## config.mk

```make
export PLATFORM = sky130hd
export DESIGN_NAME = clkmgr_reconfig_writer
export DESIGN_NICKNAME = d
export VERILOG_FILES = /design/src/rtl/cmr_pkg.sv /design/src/rtl/cmr_value_table.sv /design/src/rtl/cmr_drp_port.sv /design/src/rtl/cmr_settle_timer.sv /design/src/rtl/clkmgr_reconfig_writer.sv
export SDC_FILE = /design/constraint.sdc
export NUM_CORES = 1
export LEC_CHECK = 0
export BUFFER_PORTS_ARGS = -buffer_cell sky130_fd_sc_hd__buf_2
export CORE_UTILIZATION = 25
export DETAILED_ROUTE_END_ITERATION = 12
export MAX_ROUTING_LAYER = met4
export PLACE_DENSITY = 0.42
export SETUP_SLACK_MARGIN = 0.5
export SYNTH_ARGS = -nofsm -noshare
export SYNTH_HDL_FRONTEND = slang
export SYNTH_SLANG_ARGS = --single-unit
```

## constraint.sdc

```tcl
create_clock -name clk -period 1.5 [get_ports clk]
set_input_delay 0.15 -clock clk [delete_from_list [all_inputs] [get_ports clk]]
set_output_delay 0.15 -clock clk [all_outputs]
set_load 0.1 [all_outputs]
```

## src/rtl/cmr_pkg.sv

```systemverilog
package cmr_pkg;

  localparam int unsigned CMR_AW     = 7;
  localparam int unsigned CMR_DW     = 16;
  localparam int unsigned CMR_NREGS  = 11;
  localparam int unsigned CMR_IDX_W  = $clog2(CMR_NREGS);
  localparam logic [2:0]  CMR_RATE_NONE = 3'd7;

  typedef enum logic [2:0] {
    ST_IDLE,
    ST_WR_REQ,
    ST_WR_WAIT,
    ST_SETTLE,
    ST_RD_REQ,
    ST_RD_WAIT
  } cmr_state_e;

  // Fixed programming order of the clock manager registers.
  function automatic logic [CMR_AW-1:0] cmr_reg_addr(input logic [CMR_IDX_W-1:0] idx);
    case (idx)
      4'd0:    return 7'h08;
      4'd1:    return 7'h09;
      4'd2:    return 7'h14;
      4'd3:    return 7'h15;
      4'd4:    return 7'h16;
      4'd5:    return 7'h18;
      4'd6:    return 7'h19;
      4'd7:    return 7'h1A;
      4'd8:    return 7'h28;
      4'd9:    return 7'h4E;
      4'd10:   return 7'h4F;
      default: return 7'h00;
    endcase
  endfunction

  // Feedback multiply of 10 for rate codes 2, 4, 6; otherwise 8.
  function automatic logic cmr_mul10(input logic [2:0] rate);
    return (rate == 3'd2) || (rate == 3'd4) || (rate == 3'd6);
  endfunction

  function automatic logic [CMR_DW-1:0] cmr_out_div_word(input logic [2:0] rate);
    case (rate)
      3'd0:       return 16'h1410;
      3'd1, 3'd2: return 16'h1208;
      3'd3, 3'd4: return 16'h1104;
      default:    return 16'h1082;
    endcase
  endfunction

  function automatic logic [CMR_DW-1:0] cmr_reg_value(input logic [2:0] rate,
                                                      input logic [CMR_IDX_W-1:0] idx);
    logic m10;
    m10 = cmr_mul10(rate);
    case (idx)
      4'd0:    return cmr_out_div_word(rate);
      4'd2:    return m10 ? 16'h1145 : 16'h1104;
      4'd4:    return 16'h1041;
      4'd5:    return 16'h03E8;
      4'd6:    return m10 ? 16'h7001 : 16'h5801;
      4'd7:    return m10 ? 16'hF3E9 : 16'hDBE9;
      4'd9:    return m10 ? 16'h9908 : 16'h9808;
      4'd10:   return m10 ? 16'h1900 : 16'h9100;
      default: return 16'h0000;
    endcase
  endfunction

endpackage

```

## src/rtl/cmr_value_table.sv

```systemverilog
module cmr_value_table
  import cmr_pkg::*;
(
  input  logic [2:0]           rate,
  input  logic [CMR_IDX_W-1:0] idx,
  output logic [CMR_AW-1:0]    addr,
  output logic [CMR_DW-1:0]    data
);

  always_comb begin
    addr = cmr_reg_addr(idx);
    data = cmr_reg_value(rate, idx);
  end

endmodule

```

## src/rtl/cmr_drp_port.sv

```systemverilog
module cmr_drp_port #(
  parameter int unsigned AW = 7,
  parameter int unsigned DW = 16
) (
  input  logic          clk,
  input  logic          rst_n,
  input  logic          req,
  input  logic          req_we,
  input  logic [AW-1:0] req_addr,
  input  logic [DW-1:0] req_wdata,
  output logic          ack,
  output logic [DW-1:0] rdata_q,
  output logic          drp_en,
  output logic          drp_we,
  output logic [AW-1:0] drp_addr,
  output logic [DW-1:0] drp_wdata,
  input  logic          drp_rdy,
  input  logic [DW-1:0] drp_rdata
);

  logic          en_q, en_d;
  logic          we_q, we_d;
  logic          wait_q, wait_d;
  logic [AW-1:0] addr_q;
  logic [DW-1:0] wdata_q;
  logic          load;

  always_comb begin
    load   = req && !en_q && !wait_q;
    en_d   = load;
    we_d   = load && req_we;
    ack    = wait_q && drp_rdy;
    wait_d = wait_q;
    if (en_q)     wait_d = 1'b1;
    else if (ack) wait_d = 1'b0;
  end

  always_ff @(posedge clk or negedge rst_n) begin
    if (!rst_n) begin
      en_q    <= 1'b0;
      we_q    <= 1'b0;
      wait_q  <= 1'b0;
      addr_q  <= '0;
      wdata_q <= '0;
      rdata_q <= '0;
    end else begin
      en_q   <= en_d;
      we_q   <= we_d;
      wait_q <= wait_d;
      if (load) begin
        addr_q  <= req_addr;
        wdata_q <= req_wdata;
      end
      if (ack) rdata_q <= drp_rdata;
    end
  end

  assign drp_en    = en_q;
  assign drp_we    = we_q;
  assign drp_addr  = addr_q;
  assign drp_wdata = wdata_q;

endmodule

```

## src/rtl/cmr_settle_timer.sv

```systemverilog
module cmr_settle_timer #(
  parameter int unsigned SETTLE_CYCLES = 12500
) (
  input  logic clk,
  input  logic rst_n,
  input  logic run,
  output logic expire
);

  localparam int unsigned CW = $clog2(SETTLE_CYCLES + 1);

  logic [CW-1:0] cnt_q, cnt_d;

  always_comb begin
    expire = run && (cnt_q == CW'(SETTLE_CYCLES - 1));
    cnt_d  = run ? cnt_q + 1'b1 : '0;
  end

  always_ff @(posedge clk or negedge rst_n) begin
    if (!rst_n) cnt_q <= '0;
    else        cnt_q <= cnt_d;
  end

endmodule

```

## src/rtl/clkmgr_reconfig_writer.sv

```systemverilog
module clkmgr_reconfig_writer
  import cmr_pkg::*;
#(
  parameter int unsigned SETTLE_CYCLES = 12500
) (
  input  logic              clk,
  input  logic              rst_n,
  input  logic [2:0]        rate_sel,
  input  logic              start,
  input  logic              rd_req,
  input  logic [CMR_AW-1:0] rd_addr,
  output logic [CMR_DW-1:0] rd_data,
  output logic              rd_valid,
  output logic              done,
  output logic              locked_status,
  output logic [CMR_AW-1:0] drp_addr,
  output logic [CMR_DW-1:0] drp_wdata,
  output logic              drp_en,
  output logic              drp_we,
  input  logic              drp_rdy,
  input  logic [CMR_DW-1:0] drp_rdata,
  output logic              mgr_rst,
  input  logic              mgr_locked
);

  localparam logic [CMR_IDX_W-1:0] LAST_IDX = CMR_IDX_W'(CMR_NREGS - 1);

  cmr_state_e           state_q, state_d;
  logic [CMR_IDX_W-1:0] idx_q, idx_d;
  logic [2:0]           rate_q, rate_d;
  logic [CMR_AW-1:0]    rdaddr_q, rdaddr_d;
  logic                 rst_q, rst_d;
  logic                 done_q, done_d;
  logic                 lock_q, lock_d;
  logic                 rdv_q, rdv_d;

  logic                 port_req, port_we, port_ack;
  logic [CMR_AW-1:0]    port_addr, tbl_addr;
  logic [CMR_DW-1:0]    tbl_data;
  logic                 timer_run, timer_expire;

  cmr_value_table u_table (
    .rate (rate_q),
    .idx  (idx_q),
    .addr (tbl_addr),
    .data (tbl_data)
  );

  cmr_drp_port #(.AW(CMR_AW), .DW(CMR_DW)) u_port (
    .clk       (clk),
    .rst_n     (rst_n),
    .req       (port_req),
    .req_we    (port_we),
    .req_addr  (port_addr),
    .req_wdata (tbl_data),
    .ack       (port_ack),
    .rdata_q   (rd_data),
    .drp_en    (drp_en),
    .drp_we    (drp_we),
    .drp_addr  (drp_addr),
    .drp_wdata (drp_wdata),
    .drp_rdy   (drp_rdy),
    .drp_rdata (drp_rdata)
  );

  cmr_settle_timer #(.SETTLE_CYCLES(SETTLE_CYCLES)) u_timer (
    .clk    (clk),
    .rst_n  (rst_n),
    .run    (timer_run),
    .expire (timer_expire)
  );

  always_comb begin
    state_d   = state_q;
    idx_d     = idx_q;
    rate_d    = rate_q;
    rdaddr_d  = rdaddr_q;
    rst_d     = rst_q;
    done_d    = 1'b0;
    lock_d    = lock_q;
    rdv_d     = 1'b0;
    port_req  = 1'b0;
    port_we   = 1'b0;
    port_addr = tbl_addr;
    timer_run = 1'b0;
    case (state_q)
      ST_IDLE: begin
        if (start && (rate_sel != CMR_RATE_NONE)) begin
          rate_d  = rate_sel;
          idx_d   = '0;
          rst_d   = 1'b1;
          state_d = ST_WR_REQ;
        end else if (rd_req) begin
          rdaddr_d = rd_addr;
          state_d  = ST_RD_REQ;
        end
      end
      ST_WR_REQ: begin
        port_req = 1'b1;
        port_we  = 1'b1;
        state_d  = ST_WR_WAIT;
      end
      ST_WR_WAIT: begin
        if (port_ack) begin
          if (idx_q == LAST_IDX) begin
            rst_d   = 1'b0;
            state_d = ST_SETTLE;
          end else begin
            idx_d   = idx_q + 1'b1;
            state_d = ST_WR_REQ;
          end
        end
      end
      ST_SETTLE: begin
        timer_run = 1'b1;
        if (timer_expire) begin
          done_d  = 1'b1;
          lock_d  = mgr_locked;
          state_d = ST_IDLE;
        end
      end
      ST_RD_REQ: begin
        port_req  = 1'b1;
        port_addr = rdaddr_q;
        state_d   = ST_RD_WAIT;
      end
      ST_RD_WAIT: begin
        if (port_ack) begin
          rdv_d   = 1'b1;
          state_d = ST_IDLE;
        end
      end
      default: state_d = ST_IDLE;
    endcase
  end

  always_ff @(posedge clk or negedge rst_n) begin
    if (!rst_n) begin
      state_q  <= ST_IDLE;
      idx_q    <= '0;
      rate_q   <= '0;
      rdaddr_q <= '0;
      rst_q    <= 1'b0;
      done_q   <= 1'b0;
      lock_q   <= 1'b0;
      rdv_q    <= 1'b0;
    end else begin
      state_q  <= state_d;
      idx_q    <= idx_d;
      rate_q   <= rate_d;
      rdaddr_q <= rdaddr_d;
      rst_q    <= rst_d;
      done_q   <= done_d;
      lock_q   <= lock_d;
      rdv_q    <= rdv_d;
    end
  end

  assign mgr_rst       = rst_q;
  assign done          = done_q;
  assign locked_status = lock_q;
  assign rd_valid      = rdv_q;

endmodule

```

==> results by group, run 1 <==
Synth
  • Mapped Area: around 3600 um^2
  • Synth Register Bits: 76
  • EDFF count, synth: 0
  • Seq/Total Area, Yosys: ~53%
  • Synth warnings: 0
  • Net Count, Synth: between 400 and 500
  • Main synth FF type: dfrtp_1
  • Distinct cells, synth: 54
  • Post-synthesis average cell area: approximately 9.6 um^2
  • Share of flip-flops with an asynchronous set or reset: 100%
  • Mapped Cells: between 300 and 400

Worst hold path
  • WHS Endpoint: u_port.rdata_q[14]$_DFFE_PN0P_
  • Hold Crit Class: input pin to flip-flop
  • Hold Crit Depth: 3
  • HP Start: drp_rdata[14]

Clock tree
  • Clk buf depth: 2
  • TritonCTS clock tree: done
  • CTS clk-pin slew, worst paths: 0.06 ns
  • CTS Buf Count: 9
  • CTS Sinks: 76
  • Root buffer cell: clkbuf_16
  • Clk_lat worst skew: 0.34 ns
  • H-tree depth: 3

Critical path
  • Reg-to-Reg Start: u_port.drp_en$_DFF_PN0_
  • Critical path capture point type: flip-flop
  • Worst R2R Path Depth: 3
  • R2R Setup Slk: -0.14 ns
  • Critical path class: flip-flop to flip-flop
  • CP arrival: 1.86 ns
  • CP required: ~1.7 ns
  • R2R Path End: u_port.drp_wdata[8]$_DFFE_PN0P_
  • CP startpoint kind: flip-flop
  • Worst-path maximum fanout: 9

Global route
  • Vias in the first global route: ~3,400
  • First-pass GRT wire length: ~17 mm
  • Congestion Overflow GR: 0
  • Overall Global Routing Usage: between 15 and 20%
  • Initial antenna violation count: 0
  • Largest net degree at the start of global routing: 31

STA
  • Fin. max-slew vios: 0
  • # setup viols final: 37
  • Slew margin rel.: ~80%
  • PnR worst setup slack: -0.140 ns
  • Final worst-path cycle share: 109%
  • Setup TNS: -2.26 ns
  • Fmax: between 600 and 700 MHz
  • RSZ-0062 raised after global routing: yes
  • Skew final: 0.0113 ns
  • Post-route minimum period: 1.64 ns
  • Worst Tran Pin Value: roughly 0.30 ns
  • Hold Fails Final Rpt: 0

Routing
  • WL/cell: between 10 and 15 um
  • DR pass1 iterations: 4
  • Vias per cell: 4.54
  • DR iter-0 viols: approximately 130
  • Vias: between 3,000 and 4,000
  • Total Wirelength: 10.7 mm
  • DRC Markers: 0
  • Final ANT Viol Nets: 0

Power and ir drop
  • Lkg Pwr: slightly below 3 nW
  • Comb power frac: under 10%
  • Internal power: approximately 3.3 mW
  • PwrDens: 650 nW/um^2
  • Net Switching: 931 uW
  • Clock Power Share: between 40% and 50%
  • Switching part of the total: between 20% and 30%
  • Maximum VDD drop: about 0.34 mV
  • Reg power frac: 48.1%

Cells and area
  • Nets: approximately 590
  • Finished Cell Area: ~6600 um^2
  • N_diodes: 0
  • Layout area overhead: 82.6%
  • Share of cells above drive strength 1: between 50% and 60%
  • Post-layout util: about 47%

Placed design
  • Post-DP Area: ~4800 um^2
  • Final HPWL DP: 7.00 mm
  • Pre-CTS WS: -0.164 ns
  • PortBufs: 76
  • Gp weighted congestion: between 0.8 and 0.9

Floorplan
  • IO Pins: 77
  • Cell Rows: 43
  • Die area: between 10,000 and 15,000 um^2
  • Core Box Area: approximately 14,000 um^2
  • Starting Density: roughly 26%
  • Height of the die: between 100 and 150 um
  • Die W: 122 um

Run status
  • Outcome: finished, violations left
  • Failing checks: negative setup slack

Flow run
  • Max-capacitance violation count: 0
per-stage QoR:
stage	hold WS, ns	instances	power [mW]
2_1_floorplan	-0.146	376	2.12
6_report	0.00715	737	4.27
3_5_place_dp	0.114	674	2.24
3_3_place_gp	0.104	674	2.23
5_1_grt	0.0136	737	4.45
4_1_cts	0.00275	724	4.33
power groups by stage:
| stage | combinational, mW | sequential [mW] | clock, mW |
|---|---|---|---|
| final | 0.171 | 2.05 | 2.05 |
| after global routing | 0.194 | 2.05 | 2.21 |
| after CTS | 0.174 | 2.05 | 2.11 |
| after detailed placement | 0.143 | 2.09 | 0 |
| after global placement | 0.141 | 2.09 | 0 |
| after floorplan | 0.0295 | 2.09 | 0 |
critical path: stages (launching register included):
cell and delay, ns:
dfrtp_4 0.48, or4_4 0.62, clkinv_4 0.12, mux2_4 0.30
worst max path at each step:
stage                                 start                                to  cells past startpoint
floorplan           u_port.drp_en$_DFF_PN0_   u_port.drp_wdata[8]$_DFFE_PN0P_                      4
CTS                 u_port.drp_en$_DFF_PN0_  u_port.drp_wdata[13]$_DFFE_PN0P_                      3
finish              u_port.drp_en$_DFF_PN0_   u_port.drp_wdata[8]$_DFFE_PN0P_                      3
global route         state_q[0]$_DFFE_PN0P_   u_port.drp_wdata[8]$_DFFE_PN0P_                      4
global placement       idx_q[1]$_DFFE_PN0P_   u_port.drp_wdata[8]$_DFFE_PN0P_                      5
detailed placement  u_port.drp_en$_DFF_PN0_  u_port.drp_wdata[13]$_DFFE_PN0P_                      3
per-layer routing:
layer / global-route usage (%) / part of all wire [%] / up-vias
met5: - / 0 / -
met4: 6.71 / 2.1 / 0
met3: 3.37 / 3.6 / 14
met2: 23.6 / 48 / 70
met1: 19.9 / 46 / 1600
li1: - / - / 1663
cell usage in the layout (no fill, tap or decap), types with 3 or more instances in the layout:
cell / instances
mux2_2: 3
and2_1: 3
dlygate4sd3_1: 14
mux2_4: 9
nand2_1: 71
mux2i_1: 4
xor2_1: 7
clkbuf_16: 10
ha_4: 5
nand3_4: 4
nand2_2: 12
o21ai_0: 13
dfrtp_2: 46
o21ai_1: 16
nor2_1: 25
buf_2: 30
a31oi_1: 4
dfrtp_1: 28
clkbuf_1: 3
buf_4: 67
nor2b_1: 5
or3_1: 3
and3_4: 3
inv_4: 3
a211oi_1: 3
nand4_1: 7
buf_12: 52
a21oi_1: 8
nor3_4: 3
buf_6: 19
inv_1: 5
nand3_1: 6
nor3_1: 3
registers in the layout, summed over array words and instances, names as in the netlist:
register,count
u_port.rdata_q,16
u_port.drp_en,1
rdaddr_q,7
mgr_rst,1
idx_q,4
rd_valid,1
u_port.drp_wdata,15
u_port.wait_q,1
state_q,3
locked_status,1
done,1
u_port.drp_we,1
u_port.drp_addr,7
u_timer.cnt_q,14
rate_q,3
synthesized netlist by cell type (all sizes together), types with 7 or more instances:
cell type / instances / area share (%)
nand2: 84 / 8.8
dfrtp: 76 / 53
o21ai: 31 / 4.3
nor2: 27 / 2.8
clkbuf: 13 / 1.4
mux2: 12 / 3.8
nand3: 11 / 1.5
a21oi: 9 / 1.3
inv: 8 / 0.83
buf: 7 / 1.2
ha: 7 / 2.4
nand4: 7 / 1.2
nor3: 7 / 0.97
xor2: 7 / 1.7
cells by family after synthesis:
group	count (synthesis)	share of synthesized area, %
and+or+nand+nor	167	21.4
DFF	76	52.9
AOI/OAI and AO/OA	71	12.5
buffers and inverters	29	3.51
muxes	16	4.87
xor gates and xnor gates	10	2.43
adders and majority gates	7	2.43
repair_timing:
item	CTS	global route
pin swaps	13	6
setup endpoints to repair	120	141
cloned	1	3
buffers inserted	19	10
endpoints found under the hold margin	39	0
resized for setup	191	86
hold buffers	14	0
layout make-up:
| cell class | count | area (um^2) |
|---|---|---|
| Fill cell | 1284 | 7370 |
| Timing Repair Buffer | 184 | 2100 |
| Sequential cell | 76 | 1970 |
| Multi-Input combinational cell | 272 | 1960 |
| Clock buffer | 14 | 264 |
| Tap cell | 180 | 225 |
| Inverter | 9 | 46.3 |
| Clock inverter | 2 | 10.0 |
Power figures use the tool's default switching activity.
==> run 2: changes to the inputs <==
- ABC_AREA: default -> 1
==> run 2 against run 1 <==
  * The flow now finishes without violations
  * Count of clock-buffer cells in the layout shrank 3
  * Final cell count grew 11%
  * Non-clock buffer count shrank 25
  * Via count grew 8.8%
  * Power grew to 3.6 times the previous value
  * Sequential power grew 69%
  * Design area grew 3.9%
  * Combinational power grew to 54 times the previous value
  * Clock skew shrank 0.0049 ns
  * Register-to-register slack gained 0.24 ns
  * Maximum frequency grew 17%
  * Clock power grew 22%
  * Largest power group is now combinational logic
  * Highest routed layer unchanged
==> results by group, run 2 <==
STA
  • # setup viols final: 0 (-100%)
  • RSZ-0062 raised after global routing: yes
  • Setup TNS: 0 ns (+2.26 ns)
  • Post-route minimum period: 1.40 ns (-0.240 ns)
  • Fmax: 715 MHz (+17%)
  • Hold Fails Final Rpt: 0 (unchanged)
  • PnR worst setup slack: 0.101 ns (+0.240 ns)
  • Slew margin rel.: 77.4% (-2.3 points)
  • Skew final: 0.00643 ns (-0.00492 ns)
  • Worst Tran Pin Value: 0.339 ns (+0.0377 ns)
  • Fin. max-slew vios: 0 (unchanged)
  • Hold_ws: 0.0154 ns (+0.00821 ns)
  • Final worst-path cycle share: 93.3% (-16 points)

Worst hold path
  • Hold Crit Class: input pin to flip-flop

Routing
  • Final ANT Viol Nets: 0 (unchanged)
  • DR pass1 iterations: 4 (unchanged)
  • Met3 routed WL: 332 um (-14%)
  • WL/cell: 13.6 um (-6.9%)
  • Total Wirelength: 11.1 mm (+3.7%)
  • DRC Markers: 0 (unchanged)
  • WL met2: 5.83 mm (+12%)
  • Vias: 3,640 (+8.8%)
  • DR iter-0 viols: 155 (+16%)
  • Routed length on met1: 4.81 mm (-2.2%)
  • Highest Signal Layer: met4
  • Vias per cell: 4.43 (-2.4%)

Synth
  • Post-synthesis average cell area: 7.91 um^2 (-17%)
  • Seq/Total Area, Yosys: 51.0% (-1.8 points)
  • Mapped Area: 3730 um^2 (+3.6%)
  • Synth warnings: 0 (unchanged)
  • Net Count, Synth: 510 (+23%)
  • Yosys top cell by area: dfrtp_1
  • Synth top area share: 51.0% (-1.8 points)
  • Most common cell in the netlist: nand2_1
  • Share of flip-flops with an asynchronous set or reset: 100% (unchanged)
  • Distinct cells, synth: 30 (-44%)
  • EDFF count, synth: 0 (unchanged)
  • Main synth FF type: dfrtp_1
  • Top cells by instance count after synthesis: 168 x nand2_1, 76 x dfrtp_1, 44 x nor2_1, 43 x inv_1, 33 x nand3_1
  • Synth Register Bits: 76 (unchanged)
  • Synth top area cells: dfrtp_1 51%, nand2_1 17%, nand3_1 4.4%
  • Mapped Cells: 471 (+25%)

Placed design
  • PortBufs: 76 (unchanged)
  • Post-DP Area: 4620 um^2 (-4.3%)
  • Final HPWL DP: 7.00 mm (about the same)
  • DP Cell Count: 740 (+9.8%)
  • Pre-CTS WS: 0.0569 ns (+0.221 ns)
  • Gp weighted congestion: 0.786 (-6.9%)

Critical path
  • Slowest-stage cell, CP: dfrtp_2
  • Critical path class: flip-flop to flip-flop
  • Worst-path maximum fanout: 6 (-3)
  • CP required: 1.77 ns (+0.05 ns)
  • Critical path capture point type: flip-flop
  • CP arrival: 1.67 ns (-0.19 ns)
  • CP cell instances: nor2_4 -> nand2_4 -> nand2_8 -> nand2_8 -> clkinv_8 -> buf_12 -> nand2_4 -> o21ai_2
  • Slowest stage delay, CP: 0.44 ns (-0.18 ns)
  • CP startpoint kind: flip-flop

Power and ir drop
  • Lkg Pwr: 3.18 nW (+8.2%)
  • PwrDens: 2240 nW/um^2 (+240%)
  • Maximum VDD drop: 1.26 mV (+270%)

Floorplan
  • Height of the die: 124 um (+1.7%)
  • Die area: 15,400 um^2 (+3.5%)
  • Die W: 124 um (+1.7%)
  • Core Box Area: 14,500 um^2 (+4.3%)
  • Starting Density: 25.6% (-0.18 points)
  • Cell Rows: 44 (+2.3%)
  • IO Pins: 77 (unchanged)

Cells and area
  • Layout area overhead: 83.2%
  • Share of cells above drive strength 1: 54.0% (+0.14 points)
  • Finished Cell Area: 6830 um^2 (+3.9%)
  • Most frequent cells in the layout: 119 x nand2_1, 49 x dfrtp_2, 46 x buf_12
  • Most common cell after layout, fill and taps aside: nand2_1
  • Most flops, register: u_port.rdata_q
  • Nets: 671 (+14%)
  • Flip-flop count of the largest register after layout: 16 (unchanged)
  • Finished Layout Cells: 821 (+11%)
  • N_diodes: 0 (unchanged)

Clock tree
  • Clk_lat worst skew: 0.34 ns (about the same)
  • CTS Buf Count: 9 (unchanged)
  • CTS Sinks: 76 (unchanged)
  • TritonCTS clock tree: done
  • Root buffer cell: clkbuf_16
  • CTS clk-pin slew, worst paths: 0.06 ns (about the same)
  • H-tree depth: 3 (unchanged)
  • Clk buf depth: 2 (unchanged)

Flow run
  • Max-capacitance violation count: 0 (unchanged)

Global route
  • Congestion Overflow GR: 0 (unchanged)
  • Largest net degree at the start of global routing: 34 (+9.7%)
  • Overall Global Routing Usage: 14.8% (-0.76 points)
  • First-pass GRT wire length: 16.8 mm (-1.9%)
  • Vias in the first global route: 3,465 (+1.0%)
  • Initial antenna violation count: 0 (unchanged)

Run status
  • Outcome: complete, no violations
[run 2: changes by cell type in the layout (fill, tap and decap cells not counted), sizes merged, moves of 6 or more]
cell,change
mux2,-12
a21oi,+10
nand2,+88
nand3,+27
nor2,+19
buf,-31
inv,+41
xor2,-6
[run 2: area by class of cell]
class                      instances  area [um^2]
sequential                        76         1970
fill                            1375         7710
clock buffer                      11          243
multi-input combinational        333         2120
timing repair inverter             1         8.76
inverter                          52          245
tap                              184          230
clock inverter                     5          100
timing repair buffer             159         1900
[run 2: cells by family (layout without fill, tap and decap cells)]
kind of cell    after synthesis  in the layout  synth area share (%)
simple gates                268            270                  30.7
flops                        76             76                  51.0
buf+inv                      64            228                  7.56
compound gates               54             54                  7.89
fa+ha+maj                     7              7                  2.35
xor+xnor                      2              2                 0.470
[run 2: worst max-delay path, delay by kind of cell (launching register included)]
kind | cells | cell delay [ns]
buffers and inverters | 2 | 0.22
AOI/OAI and AO/OA | 1 | 0.10
DFF | 1 | 0.44
and+or+nand+nor | 5 | 0.57
[run 2: final timing paths]
path | slack [ns] | depth (start not counted) | startpoint | to
min in group asynchronous | 0.25 | 2 | rst_n | u_port.drp_addr[4]$_DFFE_PN0P_
max in group asynchronous | 0.71 | 3 | rst_n | u_port.rdata_q[3]$_DFFE_PN0P_
hold reg to reg | 0.49 | 2 | u_port.drp_addr[3]$_DFFE_PN0P_ | u_port.drp_addr[3]$_DFFE_PN0P_
setup / recovery | 0.10 | 8 | state_q[0]$_DFFE_PN0P_ | u_port.drp_wdata[13]$_DFFE_PN0P_
setup reg to reg | 0.10 | 8 | state_q[0]$_DFFE_PN0P_ | u_port.drp_wdata[13]$_DFFE_PN0P_
hold / removal | 0.02 | 3 | drp_rdata[8] | u_port.rdata_q[8]$_DFFE_PN0P_
[run 2: metal layers]
metal	vias to the layer above	global-route usage (%)
li1	1819	-
met1	1746	17.7
met2	64	24.4
met3	11	3.75
met4	0	4.46
met5	-	-
[run 2: power breakdown]
| group | total, mW | switching (mW) | internal, mW |
|---|---|---|---|
| registers | 3.46 | 0.691 | 2.77 |
| clock network | 2.51 | 0.849 | 1.66 |
| logic | 9.31 | 5.74 | 3.57 |
[run 2: per-stage QoR]
step                utilization [%]  power, mW
floorplan                         -       8.28
global placement               31.8       9.43
detailed placement             31.8       9.45
CTS                            41.0       13.7
global route                   47.0       16.1
finish                         47.0       15.3
[run 2: timing repair]
action                                  CTS  global route
hold buffers                             17             0
endpoints found under the setup margin  114           119
endpoints found under the hold margin    42             0
buffers inserted                         25            15
pin swaps                                18            24
resized for setup                       172           172
gates cloned                              2             6
